## src/rtl/gated_timer_pair.sv

```systemverilog
module gated_timer_pair #(
  parameter int CNT_W    = 16,
  parameter int TICK_DIV = 4
) (
  input  logic             clk,
  input  logic             rst_n,
  input  logic             wr_en,
  input  logic [2:0]       wr_addr,
  input  logic [CNT_W-1:0] wr_data,
  output logic [CNT_W-1:0] m_cnt_o,
  output logic [CNT_W-1:0] s_cnt_o,
  output logic             oc_ref_o,
  output logic             trg_out_o,
  output logic             trig_flag_o
);
  localparam int PW = (TICK_DIV > 1) ? $clog2(TICK_DIV) : 1;
  localparam logic [2:0] SRC_EN   = 3'b001;
  localparam logic [2:0] SRC_OC   = 3'b100;
  localparam logic [2:0] SEL_MST  = 3'b001;
  localparam logic [2:0] MODE_GATE = 3'b101;

  logic [PW-1:0]    pcnt;
  logic             m_en, s_en, trig_q;
  logic [2:0]       m_src, s_sel, s_mode;
  logic [CNT_W-1:0] m_arr, m_cmp, s_arr;

  wire tick    = (pcnt == PW'(TICK_DIV - 1));
  wire m_ctl   = wr_en && wr_addr == 3'd0;
  wire s_ctl   = wr_en && wr_addr == 3'd4;
  wire m_ug    = m_ctl && wr_data[7];
  wire s_ug    = s_ctl && wr_data[7];
  wire m_load  = wr_en && wr_addr == 3'd3;
  wire s_load  = wr_en && wr_addr == 3'd6;
  wire m_wr    = m_ug || m_load;
  wire s_wr    = s_ug || s_load;
  wire gated   = (s_mode == MODE_GATE);
  wire trig_in = (s_sel == SEL_MST) && trg_out_o;
  wire s_adv   = tick && s_en && (!gated || trig_in);

  assign oc_ref_o  = m_cnt_o < m_cmp;
  assign trg_out_o = (m_src == SRC_EN) ? m_en : (m_src == SRC_OC) ? oc_ref_o : 1'b0;

  always_ff @(posedge clk) begin
    if (!rst_n) pcnt <= '0;
    else        pcnt <= tick ? '0 : pcnt + PW'(1);
  end

  always_ff @(posedge clk) begin
    if (!rst_n) begin
      m_en  <= 1'b0;
      m_src <= 3'b000;
      m_arr <= '1;
      m_cmp <= '0;
      s_en  <= 1'b0;
      s_sel <= 3'b000;
      s_mode <= 3'b000;
      s_arr <= '1;
    end else if (wr_en) begin
      case (wr_addr)
        3'd0: begin m_en <= wr_data[0]; m_src <= wr_data[6:4]; end
        3'd1: m_arr <= wr_data;
        3'd2: m_cmp <= wr_data;
        3'd4: begin s_en <= wr_data[0]; s_sel <= wr_data[3:1]; s_mode <= wr_data[6:4]; end
        3'd5: s_arr <= wr_data;
        default: ;
      endcase
    end
  end

  always_ff @(posedge clk) begin
    if (!rst_n)             m_cnt_o <= '0;
    else if (m_ug)          m_cnt_o <= '0;
    else if (m_load)        m_cnt_o <= wr_data;
    else if (tick && m_en)  m_cnt_o <= (m_cnt_o == m_arr) ? '0 : m_cnt_o + CNT_W'(1);
  end

  always_ff @(posedge clk) begin
    if (!rst_n)      s_cnt_o <= '0;
    else if (s_ug)   s_cnt_o <= '0;
    else if (s_load) s_cnt_o <= wr_data;
    else if (s_adv)  s_cnt_o <= (s_cnt_o == s_arr) ? '0 : s_cnt_o + CNT_W'(1);
  end

  always_ff @(posedge clk) begin
    if (!rst_n) begin
      trig_q      <= 1'b0;
      trig_flag_o <= 1'b0;
    end else begin
      trig_q <= trig_in;
      if (gated && (trig_in != trig_q))            trig_flag_o <= 1'b1;
      else if (wr_en && wr_addr == 3'd7 && !wr_data[0]) trig_flag_o <= 1'b0;
    end
  end

  AST_MASTER_IDLE_HOLD: assert property (@(posedge clk) disable iff (!rst_n)
    (!tick && !m_wr) |=> $stable(m_cnt_o));
  AST_GATE_HOLD: assert property (@(posedge clk) disable iff (!rst_n)
    (gated && !trig_in && !s_wr) |=> $stable(s_cnt_o));
  AST_SLAVE_OFF_HOLD: assert property (@(posedge clk) disable iff (!rst_n)
    (!s_en && !s_wr) |=> $stable(s_cnt_o));
  AST_UG_CLEARS: assert property (@(posedge clk) disable iff (!rst_n)
    m_ug |=> (m_cnt_o == '0));
  AST_FLAG_ON_EDGE: assert property (@(posedge clk) disable iff (!rst_n)
    (gated && (trig_in != trig_q)) |=> trig_flag_o);
endmodule

```

## config.mk

```make
export PLATFORM = sky130hd
export DESIGN_NAME = gated_timer_pair
export DESIGN_NICKNAME = d
export VERILOG_FILES = /design/src/rtl/gated_timer_pair.sv
export SDC_FILE = /design/constraint.sdc
export NUM_CORES = 1
export LEC_CHECK = 0
export BUFFER_PORTS_ARGS = -buffer_cell sky130_fd_sc_hd__buf_2
export CORE_MARGIN = 2
export CORE_UTILIZATION = 35
export DETAILED_ROUTE_END_ITERATION = 8
export SYNTH_ARGS = -nofsm -noshare
export SYNTH_HDL_FRONTEND = slang
export SYNTH_SLANG_ARGS = --single-unit
export TNS_END_PERCENT = 5
```

## constraint.sdc

```tcl
create_clock -name clk -period 2.3 [get_ports clk]
set_clock_uncertainty 0.05 [all_clocks]
set_input_delay 0.115 -clock clk [delete_from_list [all_inputs] [get_ports clk]]
set_output_delay 0.115 -clock clk [all_outputs]
set_load 0.02 [all_outputs]
```

==> run metrics <==
outcome finished, violations left; failing checks negative setup slack; Net Sw Frac 0.267; Layout area overhead 25.8%; largest net degree at the start of global routing between 40 and 50; Clock Latency Late Sink 0.35 ns; Worst Path Max Fanout 3; port buffer count 56; PnR worst setup slack -0.133 ns; family with the most delay on the worst path compound AO/OA/AOI/OAI gates; gpl congestion 0.853; gr ovfl total 0; die area 15300 µm²; combinational power share 0.125; Initial Util 0.359; crit path DAT 2.27 ns; antenna cell count 0; drt wl/cell 16.7 µm; RSZ-0062 raised after global routing yes; post-route ant nets 0; worst vdd ir 0.000279 V; Critical Path Slowest Stage Cell o32a_1; CTS Buf Count 9; leakage power total 2.52 nW; CP max stage delay 0.39 ns; Mapped Cells 647; Worst Path Required 2.13 ns; relative slew slack 0.337; Hold Path Class input port to flip-flop; drt drc 0; clock-pin slew on the worst setup and hold paths roughly 0.07 ns; Net Switching about 0.96 mW; core footprint around 14000 µm²; power per cell area approximately 570 nW/µm²; fin crit share 1.06; critical-path cell list inv_1 -> ha_4 -> and4_4 -> o211ai_1 -> o32a_1 -> buf_6 -> a31oi_4 -> buf_6 -> nor2_4 -> buf_6; CTS sink cnt 95; Min Clock Period, post-route 2.43 ns; synth warn 0; TritonCTS clock tree done; Root Buffer clkbuf_16; final design area excluding fillers between 6000 and 7000 µm²; DR iter-0 viols ~400; Yosys reg bits 95; max frequency approximately 0.41 GHz; Rows 43; die extent in y 124 µm; cell taking the most area after synthesis dfxtp_1; drt pass-1 iters 5; Slew @ Worst Pin 0.991 ns; register area share after synthesis 0.380; Mapped Area 5010 µm²; clock network power share 0.392; Post-Place Cell Area roughly 5700 µm²; initial antenna violation count 0; Primary FF master, synth dfxtp_1; hpwl dp roughly 11 mm; via/cell ratio 5.35; commonest non-fill, non-tap cell in the layout nand2_1; vias in the first global route between 4000 and 5000; number of I/O pins 57; H-tree level count 3; clock buffer depth 2; Max Cap Violations 0; syn nets about 700; first-pass GRT wire length approximately 24 mm; Seq pwr share 0.483; Worst Path Buf+Inv 4; fraction of registers with async set/reset 0; fin nets around 770; CP endpoint kind output pin; cell internal pwr 2.63 mW; synth top area cells dfxtp_1 (38%), nand2_1 (12%), xor2_1 (6.5%), ha_1 (4.5%), nand3_1 (4.2%); Chip Width 124 µm; WHS 0.0208 ns; Distinct cells, synth 48; DR vias 4888; Syn Area/Cell 7.74 µm²; top-area cell type share of the netlist area 0.380; layout cells sized above 1 0.244; Final Hold Vio Count 0; final wirelength 15.2 mm; startpoint types flip-flop; Crit Path Category flip-flop to output pin; GRT Total Usage 0.206; Final Max Tran Viols 0; Post-synth EDFFs 0; cell mode on critical path buf_6; commonest cells after routing, fill and taps aside nand2_1 (154), dfxtp_1 (78), buf_2 (54); Setup Viol. Count Final 16
kinds of logic after synthesis:
kind of cell,Yosys count,synth area share
AO/OA/AOI/OAI,121,0.167
XOR/XNOR,40,0.0700
adder cells (fa/ha/maj),18,0.0450
buffers and inverters,60,0.0487
flip-flops,95,0.380
multiplexers,4,0.00800
AND/OR/NAND/NOR,309,0.281
path summary, 6_finish.rpt:
check,startpoint,end,slack [ns],cells past startpoint
max reg2reg,m_cmp[11],s_cnt_o[7],-0.10,11
max,m_cmp[11],trg_out_o,-0.13,10
min,wr_data[12],m_cmp[12],0.02,3
min reg2reg,pcnt[0],pcnt[0],0.38,1
Yosys cell counts (all sizes together) (3+ instances only):
cell	instances
a211oi	4
a21boi	24
a21oi	27
a221oi	6
a22oi	6
a31oi	5
a32oi	7
and2	5
and3	9
and4	4
clkbuf	32
dfxtp	95
ha	18
inv	26
mux2i	4
nand2	154
nand2b	5
nand3	42
nand4	7
nor2	37
nor2b	10
nor3	17
nor4	11
o211ai	8
o21ai	18
o31ai	6
xnor2	3
xor2	37
state kept, by name, summed over array words and instances (netlist names), 3 cells and up:
signal,count
m_cmp,16
s_arr,16
m_src,3
s_sel,3
s_cnt_o,16
s_mode,3
m_arr,16
m_cnt_o,16
tightest hold or removal path, cell delays in order:
cell and delay (ns):
buf_2 0.14, nand2_1 0.06, a21boi_0 0.06
cell type report:
type                    instances  area, µm²
clock buffers                  10        239
well taps                     180        225
repair buffers                104        668
multi-input cells             492       3110
flip-flops and latches         95       1920
clock inverters                 6       36.3
inverters                      26       97.6
fillers                      1369       7640
through the flow:
| stage | setup WS [ns] | TNS, ns | utilization | power (mW) | std cells |
|---|---|---|---|---|---|
| finish | -0.133 | -1.11 | 0.452 | 3.59 | 913 |
| global route | -0.212 | -2.86 | 0.452 | 3.73 | 913 |
| CTS | -0.106 | -0.210 | 0.446 | 3.61 | 910 |
| detailed placement | -0.194 | -1.93 | 0.409 | 2.16 | 892 |
| global placement | -0.0856 | -0.574 | 0.409 | 2.15 | 892 |
| floorplan | 0.0229 | 0 | - | 1.99 | 647 |
what timing repair did:
action | 4_1_cts | 5_1_grt
hold buffers | 0 | 0
setup endpoints to repair | 18 | 26
buffers inserted | 2 | 2
resized for setup | 48 | 15
pin swaps | 16 | 11
gates cloned | 0 | 1
metal layers:
layer | up-vias | global-route usage | share of wire
li1 | 2401 | - | -
met1 | 2310 | 0.281 | 0.46
met2 | 154 | 0.323 | 0.46
met3 | 23 | 0.0293 | 0.053
met4 | 0 | 0.0938 | 0.024
met5 | - | 0 | 0
power by group through the flow:
| stage | logic (mW) | clock network, mW | registers, mW |
|---|---|---|---|
| finish | 0.449 | 1.41 | 1.73 |
| global route | 0.488 | 1.51 | 1.74 |
| CTS | 0.440 | 1.44 | 1.73 |
| detailed placement | 0.393 | 0 | 1.76 |
| global placement | 0.387 | 0 | 1.76 |
| floorplan | 0.216 | 0 | 1.78 |
(Power assumes the default switching activity.)
